### src/rtl/dram_mux_refresh_pkg.sv
package dram_mux_refresh_pkg;

  typedef enum logic [2:0] {
    ST_IDLE,
    ST_ROW,
    ST_COL,
    ST_REF,
    ST_PRE
  } ctrlState_t;

  // strobes from the sequencer to the datapath
  typedef struct packed {
    logic loadReq;     // capture host request
    logic rasOn;       // row strobe asserted
    logic casOn;       // column strobe asserted
    logic hostCyc;     // strobed part of a host access
    logic selRefresh;  // route refresh row onto the bus
    logic selCol;      // route column half onto the bus
    logic captureRd;   // sample memory output
    logic incRefresh;  // advance refresh row
  } ctrlStrobe_t;

endpackage

### src/rtl/dram_mux_ctrl.sv
module dram_mux_ctrl
  import dram_mux_refresh_pkg::*;
#(
  parameter int RAS_CAS_CYC  = 2,
  parameter int CAS_CYC      = 2,
  parameter int PRE_CYC      = 2,
  parameter int REF_CYC      = 4,
  parameter int REF_INTERVAL = 780
) (
  input  logic        clk,
  input  logic        rstN,
  input  logic        hostValid,
  output logic        hostReady,
  output ctrlStrobe_t strobe
);

  localparam int PH_A   = (RAS_CAS_CYC > CAS_CYC) ? RAS_CAS_CYC : CAS_CYC;
  localparam int PH_B   = (PRE_CYC > REF_CYC) ? PRE_CYC : REF_CYC;
  localparam int PH_MAX = (PH_A > PH_B) ? PH_A : PH_B;
  localparam int CNT_W  = $clog2(PH_MAX + 1);
  localparam int TMR_W  = $clog2(REF_INTERVAL + 1);

  localparam logic [CNT_W-1:0] ROW_LAST = CNT_W'(RAS_CAS_CYC - 1);
  localparam logic [CNT_W-1:0] COL_LAST = CNT_W'(CAS_CYC - 1);
  localparam logic [CNT_W-1:0] PRE_LAST = CNT_W'(PRE_CYC - 1);
  localparam logic [CNT_W-1:0] REF_LAST = CNT_W'(REF_CYC - 1);
  localparam logic [TMR_W-1:0] TMR_LAST = TMR_W'(REF_INTERVAL - 1);

  ctrlState_t stateQ, stateD;
  logic [CNT_W-1:0] phaseQ;
  logic [TMR_W-1:0] timerQ;
  logic refPendQ;
  logic timerTick;
  logic takeRef;
  logic accept;
  logic phaseLast;

  // refresh interval timer
  assign timerTick = (timerQ == TMR_LAST);

  always_ff @(posedge clk) begin
    if (!rstN) begin
      timerQ <= '0;
    end else if (timerTick) begin
      timerQ <= '0;
    end else begin
      timerQ <= timerQ + 1'b1;
    end
  end

  assign takeRef   = (stateQ == ST_IDLE) && refPendQ;
  assign hostReady = (stateQ == ST_IDLE) && !refPendQ;
  assign accept    = hostReady && hostValid;

  always_ff @(posedge clk) begin
    if (!rstN) begin
      refPendQ <= 1'b0;
    end else if (timerTick) begin
      refPendQ <= 1'b1;
    end else if (takeRef) begin
      refPendQ <= 1'b0;
    end
  end

  always_comb begin
    case (stateQ)
      ST_ROW:  phaseLast = (phaseQ == ROW_LAST);
      ST_COL:  phaseLast = (phaseQ == COL_LAST);
      ST_REF:  phaseLast = (phaseQ == REF_LAST);
      ST_PRE:  phaseLast = (phaseQ == PRE_LAST);
      default: phaseLast = 1'b0;
    endcase
  end

  always_comb begin
    stateD = stateQ;
    case (stateQ)
      ST_IDLE: begin
        if (takeRef) begin
          stateD = ST_REF;
        end else if (accept) begin
          stateD = ST_ROW;
        end
      end
      ST_ROW:  if (phaseLast) stateD = ST_COL;
      ST_COL:  if (phaseLast) stateD = ST_PRE;
      ST_REF:  if (phaseLast) stateD = ST_PRE;
      ST_PRE:  if (phaseLast) stateD = ST_IDLE;
      default: stateD = ST_IDLE;
    endcase
  end

  always_ff @(posedge clk) begin
    if (!rstN) begin
      stateQ <= ST_IDLE;
      phaseQ <= '0;
    end else begin
      stateQ <= stateD;
      if (stateQ == ST_IDLE || phaseLast) begin
        phaseQ <= '0;
      end else begin
        phaseQ <= phaseQ + 1'b1;
      end
    end
  end

  always_comb begin
    strobe            = '0;
    strobe.loadReq    = accept;
    strobe.rasOn      = (stateQ == ST_ROW) || (stateQ == ST_COL) || (stateQ == ST_REF);
    strobe.casOn      = (stateQ == ST_COL);
    strobe.hostCyc    = (stateQ == ST_ROW) || (stateQ == ST_COL);
    strobe.selRefresh = (stateQ == ST_REF);
    strobe.selCol     = (stateQ == ST_COL);
    strobe.captureRd  = (stateQ == ST_COL) && phaseLast;
    strobe.incRefresh = (stateQ == ST_REF) && phaseLast;
  end

endmodule

### src/rtl/dram_mux_dpath.sv
module dram_mux_dpath
  import dram_mux_refresh_pkg::*;
#(
  parameter int ADDR_W = 10,
  localparam int HOST_W = 2 * ADDR_W
) (
  input  logic              clk,
  input  logic              rstN,
  input  ctrlStrobe_t       strobe,
  input  logic              hostWrite,
  input  logic [HOST_W-1:0] hostAddr,
  input  logic              hostWdata,
  input  logic              dramDout,
  output logic [ADDR_W-1:0] dramAddr,
  output logic              dramRasN,
  output logic              dramCasN,
  output logic              dramRdWr,
  output logic              dramEn,
  output logic              dramDin,
  output logic              rdValid,
  output logic              rdData
);

  logic [ADDR_W-1:0] rowQ;
  logic [ADDR_W-1:0] colQ;
  logic [ADDR_W-1:0] refRowQ;
  logic [ADDR_W-1:0] rowSel;
  logic writeQ;
  logic wdataQ;
  logic rdValidQ;
  logic rdDataQ;

  // request capture
  always_ff @(posedge clk) begin
    if (!rstN) begin
      rowQ   <= '0;
      colQ   <= '0;
      writeQ <= 1'b0;
      wdataQ <= 1'b0;
    end else if (strobe.loadReq) begin
      rowQ   <= hostAddr[HOST_W-1:ADDR_W];
      colQ   <= hostAddr[ADDR_W-1:0];
      writeQ <= hostWrite;
      wdataQ <= hostWdata;
    end
  end

  // refresh row counter, wraps at the top row
  always_ff @(posedge clk) begin
    if (!rstN) begin
      refRowQ <= '0;
    end else if (strobe.incRefresh) begin
      refRowQ <= refRowQ + 1'b1;
    end
  end

  // row source selector, then row/column multiplexing onto the bus
  assign rowSel   = strobe.selRefresh ? refRowQ : rowQ;
  assign dramAddr = strobe.selCol ? colQ : rowSel;

  assign dramRasN = !strobe.rasOn;
  assign dramCasN = !strobe.casOn;
  assign dramEn   = strobe.rasOn;
  assign dramRdWr = !(writeQ && strobe.hostCyc);
  assign dramDin  = wdataQ;

  always_ff @(posedge clk) begin
    if (!rstN) begin
      rdValidQ <= 1'b0;
      rdDataQ  <= 1'b0;
    end else begin
      rdValidQ <= strobe.captureRd && !writeQ;
      if (strobe.captureRd && !writeQ) begin
        rdDataQ <= dramDout;
      end
    end
  end

  assign rdValid = rdValidQ;
  assign rdData  = rdDataQ;

endmodule

### src/rtl/dram_mux_refresh.sv
module dram_mux_refresh
  import dram_mux_refresh_pkg::*;
#(
  parameter int ADDR_W       = 10,
  parameter int RAS_CAS_CYC  = 2,
  parameter int CAS_CYC      = 2,
  parameter int PRE_CYC      = 2,
  parameter int REF_INTERVAL = 780
) (
  input  logic                  clk,
  input  logic                  rstN,
  input  logic                  hostValid,
  output logic                  hostReady,
  input  logic                  hostWrite,
  input  logic [2*ADDR_W-1:0]   hostAddr,
  input  logic                  hostWdata,
  output logic                  rdValid,
  output logic                  rdData,
  output logic [ADDR_W-1:0]     dramAddr,
  output logic                  dramRasN,
  output logic                  dramCasN,
  output logic                  dramRdWr,
  output logic                  dramEn,
  output logic                  dramDin,
  input  logic                  dramDout
);

  localparam int REF_CYC = RAS_CAS_CYC + CAS_CYC;

  ctrlStrobe_t strobe;

  dram_mux_ctrl #(
    .RAS_CAS_CYC (RAS_CAS_CYC),
    .CAS_CYC     (CAS_CYC),
    .PRE_CYC     (PRE_CYC),
    .REF_CYC     (REF_CYC),
    .REF_INTERVAL(REF_INTERVAL)
  ) uCtrl (
    .clk      (clk),
    .rstN     (rstN),
    .hostValid(hostValid),
    .hostReady(hostReady),
    .strobe   (strobe)
  );

  dram_mux_dpath #(
    .ADDR_W(ADDR_W)
  ) uDpath (
    .clk      (clk),
    .rstN     (rstN),
    .strobe   (strobe),
    .hostWrite(hostWrite),
    .hostAddr (hostAddr),
    .hostWdata(hostWdata),
    .dramDout (dramDout),
    .dramAddr (dramAddr),
    .dramRasN (dramRasN),
    .dramCasN (dramCasN),
    .dramRdWr (dramRdWr),
    .dramEn   (dramEn),
    .dramDin  (dramDin),
    .rdValid  (rdValid),
    .rdData   (rdData)
  );

endmodule

### config.mk
export PLATFORM = sky130hd
export DESIGN_NAME = dram_mux_refresh
export DESIGN_NICKNAME = d
export VERILOG_FILES = /design/src/rtl/dram_mux_refresh_pkg.sv /design/src/rtl/dram_mux_ctrl.sv /design/src/rtl/dram_mux_dpath.sv /design/src/rtl/dram_mux_refresh.sv
export SDC_FILE = /design/constraint.sdc
export NUM_CORES = 1
export LEC_CHECK = 0
export BUFFER_PORTS_ARGS = -buffer_cell sky130_fd_sc_hd__buf_2
export CORE_UTILIZATION = 37
export CTS_CLUSTER_SIZE = 14
export DETAILED_ROUTE_END_ITERATION = 8
export GPL_ROUTABILITY_DRIVEN = 0
export GPL_TIMING_DRIVEN = 0
export SLEW_MARGIN = 20
export SYNTH_ARGS = -nofsm -noshare
export SYNTH_HDL_FRONTEND = slang
export SYNTH_HIERARCHICAL = 1
export SYNTH_SLANG_ARGS = --single-unit
export TNS_END_PERCENT = 30
### constraint.sdc
create_clock -name clk -period 5.2 [get_ports clk]
set_input_delay 0 -clock clk [delete_from_list [all_inputs] [get_ports clk]]
set_output_delay 0 -clock clk [all_outputs]
set_load 0.01 [all_outputs]
==> impl_metrics.toml, run 1 <==
[status]
status = "finished, final reports clean"

[critical_path]
required_ns = 5.43
cp_max_fo = 10
criticalPathCategory = "flop to flop"
rrSetupSlack_ns = 2.84
cp-start-kind = "flop"
cp.arrival_ns = 2.59
end_kind = "flop"

[finish]
final_core_util = 0.4859
area_growth_pct = 25.90
final_layout_size_suffix_gt1_frac = 0.1855
fillers = 604
nets = 373
num_antenna_cells = 0

[placement]
place_hpwl_um = 3818
numPortBuffers = 43

[run]
maxCapViolCount = 0

[grt]
grt_pass1_vias = 2049
grt_usage = 0.1726
overflow = 0
grt_max_degree = 15
grt_pass1_wl_um = 9639
antenna_found_initial = 0

[sta]
hold_viol_final = 0
timing.fmax_mhz = 423.7
maxSlewViolCount = 0
fin_crit_sh = 0.4539
period_needed_ns = 2.360
rsz0062_at_grt = "no"
max-slew-margin-rel = 0.6137
setup_viol = 0
final.setup.tns_ns = 0
skew_ns = 0.006415
worst_slew_pin_slew_ns = 0.5795

[power]
p_total_w = 0.0008165
power.static_leakage_nw = 1.189
cellPowerDensity_mw_per_mm2 = 261.6
irDropWorstVdd_mv = 0.1223

[floorplan]
die_h_um = 83.85
dieWidth_um = 83.85
coreArea_sq_mm = 0.006422
dieArea_sq_mm = 0.007030
io_pins = 44
rows = 29
start_util = 0.3859

[routing]
ant_nets = 0
drt-pass1-iter-count = 4
wirelength_um = 5638
drc = 0
vias = 2075
drt-initial-drc-count = 105
wl_per_cell_um = 13.36
via_per_inst = 4.917

[synthesis]
synth_ff_type = "dfxtp_1"
synth_top_area_cell = "dfxtp_1"
synth_nets = 300
synth.most_common_cell = "dfxtp_1"
syn_avg_cell_area_sq_um = 9.146
ys_ff_latch = 51
yosysSeqAreaShare = 0.4119
yosysTopAreaCellShare = 0.4119
yosysUniqueCellTypes = 41
synthArstFlopShare = 0
synth_edf_count = 0
ys_warn_count = 6
synth_common_cells = "dfxtp_1, mux2i_1, nor2b_1"
netlist_area_sq_mm = 0.002479
synthTopCellsByArea = "dfxtp_1, mux2i_1, nor2b_1"
syn_inst = 271

[clocking]
htreeDepth = 2
cts_tree = "done"
worstSkewPairLatency_ns = 0.30
cts.reportedPaths.clkPinSlew_ns = 0.09
clk_path_buf_depth = 2
clock_sinks = 51
cts_root_buffer = "clkbuf_8"
numCtsBuffers = 5

[hold_path]
hold_path_class = "input pin to flop"
==> per-stage QoR <==
| step | cells | setup WS, ns | cell area [sq um] | hold slack [ns] |
|---|---|---|---|---|
| floorplan | 271 | 3.051 | 2479 | 0.1493 |
| global placement | 391 | 2.919 | 2790 | 0.2560 |
| detailed placement | 391 | 2.873 | 2790 | 0.2646 |
| CTS | 422 | 2.851 | 3120 | 0.05925 |
| global route | 422 | 2.563 | 3120 | 0.08049 |
| finish | 422 | 2.840 | 3120 | 0.05657 |
==> sequential cells by signal, summed over array words and instances (netlist names) <==
| name | count |
|---|---|
| uCtrl/stateQ | 3 |
| uCtrl/phaseQ | 3 |
| uDpath/colQ | 10 |
| uDpath/rdValid | 1 |
| uDpath/rdData | 1 |
| uDpath/rowQ | 10 |
| uDpath/refRowQ | 10 |
| uDpath/writeQ | 1 |
| uDpath/dramDin | 1 |
| uCtrl/timerQ | 10 |
| uCtrl/refPendQ | 1 |
==> layer usage <==
layer | global-route usage | part of all wire | up-vias
li1 | - | - | 1087
met1 | 0.2345 | 0.50 | 949
met2 | 0.2817 | 0.46 | 33
met3 | 0.02374 | 0.026 | 6
met4 | 0.05799 | 0.013 | 0
met5 | 0 | 0 | -
==> worst max-delay path, stage by stage, from the launching register on <==
cell and delay, ns:
dfxtp_1 0.31, clkbuf_1 0.25, clkbuf_1 0.39, nand2_1 0.09, nor4_1 0.19, buf_2 0.23
nand4_1 0.23, or3_1 0.41, a21boi_0 0.17
==> cell families (layout without fill, tap and decap cells) <==
group,Yosys count,count (layout),share of synthesized area
flip-flops,51,51,0.4119
AND/OR/NAND/NOR,104,104,0.2362
XOR/XNOR,9,9,0.03180
buffers and inverters,27,101,0.04745
AO/OA/AOI/OAI,39,39,0.1035
multiplexers,38,38,0.1540
adder cells (fa/ha/maj),3,3,0.01515
==> area by class of cell <==
cell class / instances / area (sq um) / share of cell area
timing repair buffer: 66 / 445.4 / 0.1427
inverter: 8 / 30.03 / 0.009623
multi-input combinational: 193 / 1340 / 0.4294
sequential: 51 / 1021 / 0.3272
tap: 77 / 96.34 / 0.03087
clock buffer: 8 / 100.1 / 0.03208
buffer: 19 / 87.58 / 0.02807
==> what timing repair did <==
action | in CTS | in global routing
resized for setup | 0 | 0
setup buffers | 0 | 0
hold buffers | 23 | 0
setup endpoints to repair | 0 | 0
endpoints found under the hold margin | 23 | 0
==> layout by cell type, fill, tap and decap left out, drive strengths merged, types with 2 or more instances in the layout <==
cell / n
nand3: 7
a21oi: 7
ha: 3
or4: 2
nor4: 3
dlygate4sd3: 23
or3: 6
buf: 50
a211oi: 2
dfxtp: 51
nor3b: 2
nor3: 5
clkbuf: 20
mux2i: 37
inv: 8
nand4: 4
nor2b: 26
o311ai: 3
and2: 8
xnor2: 6
o21ai: 17
xor2: 3
nand2b: 6
o31ai: 3
nor2: 9
a21boi: 3
nand2: 21
==> power breakdown <==
group          internal (W)  leakage (nW)  total (W)  switching (W)
clock network      0.000122        0.0515   0.000250       0.000129
logic             0.0000730         0.722   0.000145      0.0000718
registers          0.000409         0.415   0.000421      0.0000118
total              0.000604          1.19   0.000816       0.000212
==> final timing paths <==
| kind | from | endpoint | cells past startpoint |
|---|---|---|---|
| hold / removal | rstN | uDpath/refRowQ[8] | 2 |
| hold reg to reg | uCtrl/timerQ[0] | uCtrl/timerQ[0] | 1 |
| setup reg to reg | uCtrl/stateQ[1] | uDpath/refRowQ[6] | 8 |
| setup / recovery | uCtrl/stateQ[1] | uDpath/refRowQ[6] | 8 |
Power figures use the tool's default switching activity.
==> run 2: changes to the inputs <==
- clock period: 5.2 -> 2.2 ns (I/O delays scaled with it)
==> impl_metrics.toml, run 2 (same netlist as run 1, synthesis figures left out) <==
[finish]
final_cell_mix = "dfxtp_1, buf_2, mux2i_1, nor2b_1, dlygate4sd3_1"
regArea_sq_mm = 0.001021
final_cell_area_sq_mm = 0.003159
multi_input_area_sq_mm = 0.001353
area_growth_pct = 27.46
final_layout_size_suffix_gt1_frac = 0.2058
final_core_util = 0.4919
instances_no_fill = 422
final_common_cell = "dfxtp_1"
nets = 373
fillers = 598
num_antenna_cells = 0

[sta]
period_needed_ns = 2.022
maxSlewViolCount = 0
rsz0062_at_grt = "no"
setup_viol = 0
max-slew-margin-rel = 0.6879
worst_slew_pin_slew_ns = 0.4681
fin_crit_sh = 0.9193
skew_ns = 0.006403
timing.fmax_mhz = 494.4
hold_viol_final = 0
fin_hold_ws_ns = 0.05440

[critical_path]
cp.arrival_ns = 2.02
path_cells = "clkbuf_1, nor3b_1, buf_2, mux2i_1, o21ai_0, buf_2"
cp_top_family = "buffers and inverters"
critPathBufInv = 3
required_ns = 2.20
end_kind = "primary output"
criticalPathCategory = "flop to primary output"
crit_slowest_cell = "buf_2"
crit_top_cell = "buf_2"
cp_max_fo = 10
slowest_delay_ns = 0.36
cp-start-kind = "flop"

[power]
p_total_w = 0.001939
irDropWorstVdd_mv = 0.2896
cellPowerDensity_mw_per_mm2 = 613.7
power.static_leakage_nw = 1.210

[grt]
overflow = 0
grt_pass1_vias = 2049
antenna_found_initial = 0
grt_pass1_wl_um = 9646
grt_max_degree = 15
grt_usage = 0.1726

[hold_path]
hold_path_class = "input pin to flop"

[placement]
numPortBuffers = 43
place_hpwl_um = 3818
dp_cells = 391
postPlaceCellArea_sq_mm = 0.002790

[routing]
ant_nets = 0
via_per_inst = 4.917
wl_per_cell_um = 13.41
drt-initial-drc-count = 100
vias = 2075
wirelength_um = 5660
drc = 0
drt-pass1-iter-count = 4

[floorplan]
coreArea_sq_mm = 0.006422
dieWidth_um = 83.85
start_util = 0.3859
io_pins = 44
dieArea_sq_mm = 0.007030
die_h_um = 83.85
rows = 29

[status]
status = "finished, final reports clean"

[clocking]
clock_sinks = 51
clk_path_buf_depth = 2
numCtsBuffers = 5
cts_tree = "done"
cts_root_buffer = "clkbuf_8"
cts.reportedPaths.clkPinSlew_ns = 0.09
worstSkewPairLatency_ns = 0.30
htreeDepth = 2

[run]
maxCapViolCount = 0
run 2: cell count changes in the layout (fill, tap and decap cells not counted), sizes merged:
cell,delta
clkbuf,-1
buf,+1
run 2: what timing repair did:
action	4_1_cts	5_1_grt
gates resized for setup	5	9
endpoints found under the setup margin	25	33
pin swaps	0	1
hold buffers	23	0
hold endpoints to repair	23	0
setup buffers	0	1
run 2: power breakdown:
group | switching (W) | total [W] | internal (W)
Clock | 0.000303 | 0.000591 | 0.000288
Combinational | 0.000171 | 0.000351 | 0.000181
Sequential | 0.0000286 | 0.000996 | 0.000968
Total | 0.000503 | 0.00194 | 0.00144
run 2: final timing paths:
kind                       end             from  slack [ns]  depth (start not counted)
max                dramAddr[1]  uCtrl/stateQ[2]        0.18                          6
max reg2reg  uDpath/refRowQ[7]  uCtrl/stateQ[1]        0.22                          8
min          uDpath/refRowQ[8]             rstN        0.05                          2
min reg2reg    uCtrl/timerQ[0]  uCtrl/timerQ[0]        0.46                          1
run 2: cell type report:
| class | count | area share |
|---|---|---|
| multi-input cells | 193 | 0.4281 |
| flip-flops and latches | 51 | 0.3232 |
| repair buffers | 67 | 0.1434 |
| plain buffers | 18 | 0.03366 |
| clock buffers | 8 | 0.03168 |
| well taps | 77 | 0.03050 |
| inverters | 8 | 0.009505 |
run 2: through the flow:
| step | TNS [ns] | setup slack (ns) |
|---|---|---|
| global route | 0 | 0.01692 |
| CTS | 0 | 0.07557 |
| floorplan | 0 | 0.05070 |
| detailed placement | -2.097 | -0.1271 |
| global placement | -1.591 | -0.08149 |
| finish | 0 | 0.1775 |
run 2: metal layers:
metal | global-route usage | vias up | part of all wire
li1 | - | 1088 | -
met1 | 0.2339 | 948 | 0.50
met2 | 0.2817 | 33 | 0.46
met3 | 0.02473 | 6 | 0.028
met4 | 0.05799 | 0 | 0.013
met5 | 0 | - | 0
==> run 3: changes to the inputs <==
- CORE_UTILIZATION: 37 -> 40
- MAX_ROUTING_LAYER: default -> met4
==> impl_metrics.toml, run 3 (same netlist as run 1, synthesis figures left out) <==
[status]
status = "finished, final reports clean"

[run]
maxCapViolCount = 0

[routing]
via_per_inst = 4.840
drc = 0
wl_per_cell_um = 12.54
drt-initial-drc-count = 112
wirelength_um = 5243
vias = 2023
drt-pass1-iter-count = 4
ant_nets = 0

[clocking]
clk_path_buf_depth = 2
worstSkewPairLatency_ns = 0.30
numCtsBuffers = 5
cts.reportedPaths.clkPinSlew_ns = 0.09
cts_root_buffer = "clkbuf_8"
htreeDepth = 2
post-cts-setup-buffers = 0
clock_sinks = 51
cts_tree = "done"

[placement]
dp_slack_ns = -0.1118
place_hpwl_um = 3609
postPlaceCellArea_sq_mm = 0.002788
numPortBuffers = 43

[finish]
final_layout_size_suffix_gt1_frac = 0.1953
regArea_sq_mm = 0.001022
final_common_cell = "dfxtp_1"
final_cell_area_sq_mm = 0.003131
area_growth_pct = 26.30
nets = 371
multi_input_area_sq_mm = 0.001340
num_antenna_cells = 0
final_cell_mix = "dfxtp_1, buf_2, mux2i_1, nor2b_1, dlygate4sd3_1"
fillers = 567

[grt]
grt_usage = 0.1778
grt_pass1_vias = 1863
overflow = 0
antenna_found_initial = 0
grt_pass1_wl_um = 8569
grt_max_degree = 16

[critical_path]
slowest_delay_ns = 0.32
cp.arrival_ns = 2.07
cp-start-kind = "flop"
crit-reg2reg-launch = "uCtrl/stateQ[1]"
rr_endpoint = "uDpath/refRowQ[7]"
end_kind = "primary output"
reg2reg_depth = 7
path_cells = "clkbuf_1, nor3b_1, clkbuf_4, mux2i_1, o21ai_0, buf_2"
rrSetupSlack_ns = 0.25
required_ns = 2.20
criticalPathCategory = "flop to primary output"
cp_max_fo = 10
crit_slowest_cell = "dfxtp_1"

[sta]
maxSlewViolCount = 0
fin_crit_sh = 0.9413
fin_hold_ws_ns = 0.04013
final.setup.tns_ns = 0
timing.final.ws_setup_ns = 0.1292
rsz0062_at_grt = "yes"
period_needed_ns = 2.071
timing.fmax_mhz = 482.9
worst_slew_pin_slew_ns = 0.4407
hold_viol_final = 0
skew_ns = 0.01157
setup_viol = 0
max-slew-margin-rel = 0.7062

[hold_path]
whs_endpoint = "uDpath/refRowQ[9]"
hp-start = "rstN"
hold_path_class = "input pin to flop"
min_delay_path_depth = 3

[floorplan]
dieArea_sq_mm = 0.006516
dieWidth_um = 80.72
start_util = 0.4162
die_h_um = 80.72
rows = 28
coreArea_sq_mm = 0.005956
io_pins = 44

[power]
power.static_leakage_nw = 1.191
power_frac_clock = 0.304
p_switching_w = 0.0004937
power.internal_w = 0.001431
cellPowerDensity_mw_per_mm2 = 614.9
pwr-share-seq = 0.519
irDropWorstVdd_mv = 0.3423
p_sw_frac = 0.2565
comb_power_share = 0.178
[run 3: final cells by class]
cell class	count	area share
multi-input cells	193	0.4281
flip-flops and latches	51	0.3265
repair buffers	66	0.1423
clock buffers	7	0.03078
plain buffers	17	0.03038
well taps	75	0.02998
inverters	8	0.009592
clock inverters	1	0.002398
[run 3: power by group through the flow]
| stage | Clock [W] | Combinational (W) | Sequential, W |
|---|---|---|---|
| CTS | 0.000617 | 0.000345 | 0.000995 |
| global placement | 0 | 0.000308 | 0.00102 |
| finish | 0.000584 | 0.000342 | 0.000998 |
| global route | 0.000650 | 0.000380 | 0.00100 |
| detailed placement | 0 | 0.000309 | 0.00102 |
| floorplan | 0 | 0.000216 | 0.00101 |
[run 3: per-stage QoR]
stage | instances | utilization | total power (W)
after detailed placement | 389 | 0.4681 | 0.001326
final | 418 | 0.5256 | 0.001925
after floorplan | 271 | - | 0.001227
after global placement | 389 | 0.4681 | 0.001324
after CTS | 420 | 0.5256 | 0.001958
after global routing | 418 | 0.5256 | 0.002034
[run 3: worst max-delay path by stage]
stage / startpoint / to / depth (start not counted)
after global placement: uCtrl/stateQ[1] / uDpath/refRowQ[8] / 8
after detailed placement: uCtrl/stateQ[1] / uDpath/refRowQ[7] / 8
after CTS: uCtrl/stateQ[1] / uDpath/refRowQ[6] / 8
final: uCtrl/stateQ[2] / dramAddr[6] / 6
after floorplan: uCtrl/stateQ[1] / uDpath/colQ[0] / 9
after global routing: uCtrl/stateQ[2] / dramAddr[6] / 6
[run 3: critical path, delay by kind of cell, from the launching register on]
kind                   cells  cell delay, ns
AOI/OAI and AO/OA          1            0.14
and+or+nand+nor            1            0.31
buffers and inverters      3            0.70
DFF                        1            0.32
muxes                      1            0.30
[run 3: metal layers]
metal / vias up / GRT usage / routed length (um)
met1: 906 / 0.2292 / 2661
met2: 36 / 0.2797 / 2348
met5: - / - / 0
li1: 1077 / - / -
met4: 0 / 0.05357 / 37
met3: 4 / 0.03523 / 196
[run 3: timing repair]
action	4_1_cts	5_1_grt
endpoints found under the hold margin	23	0
hold buffers	23	0
setup endpoints to repair	25	33
resized for setup	4	3
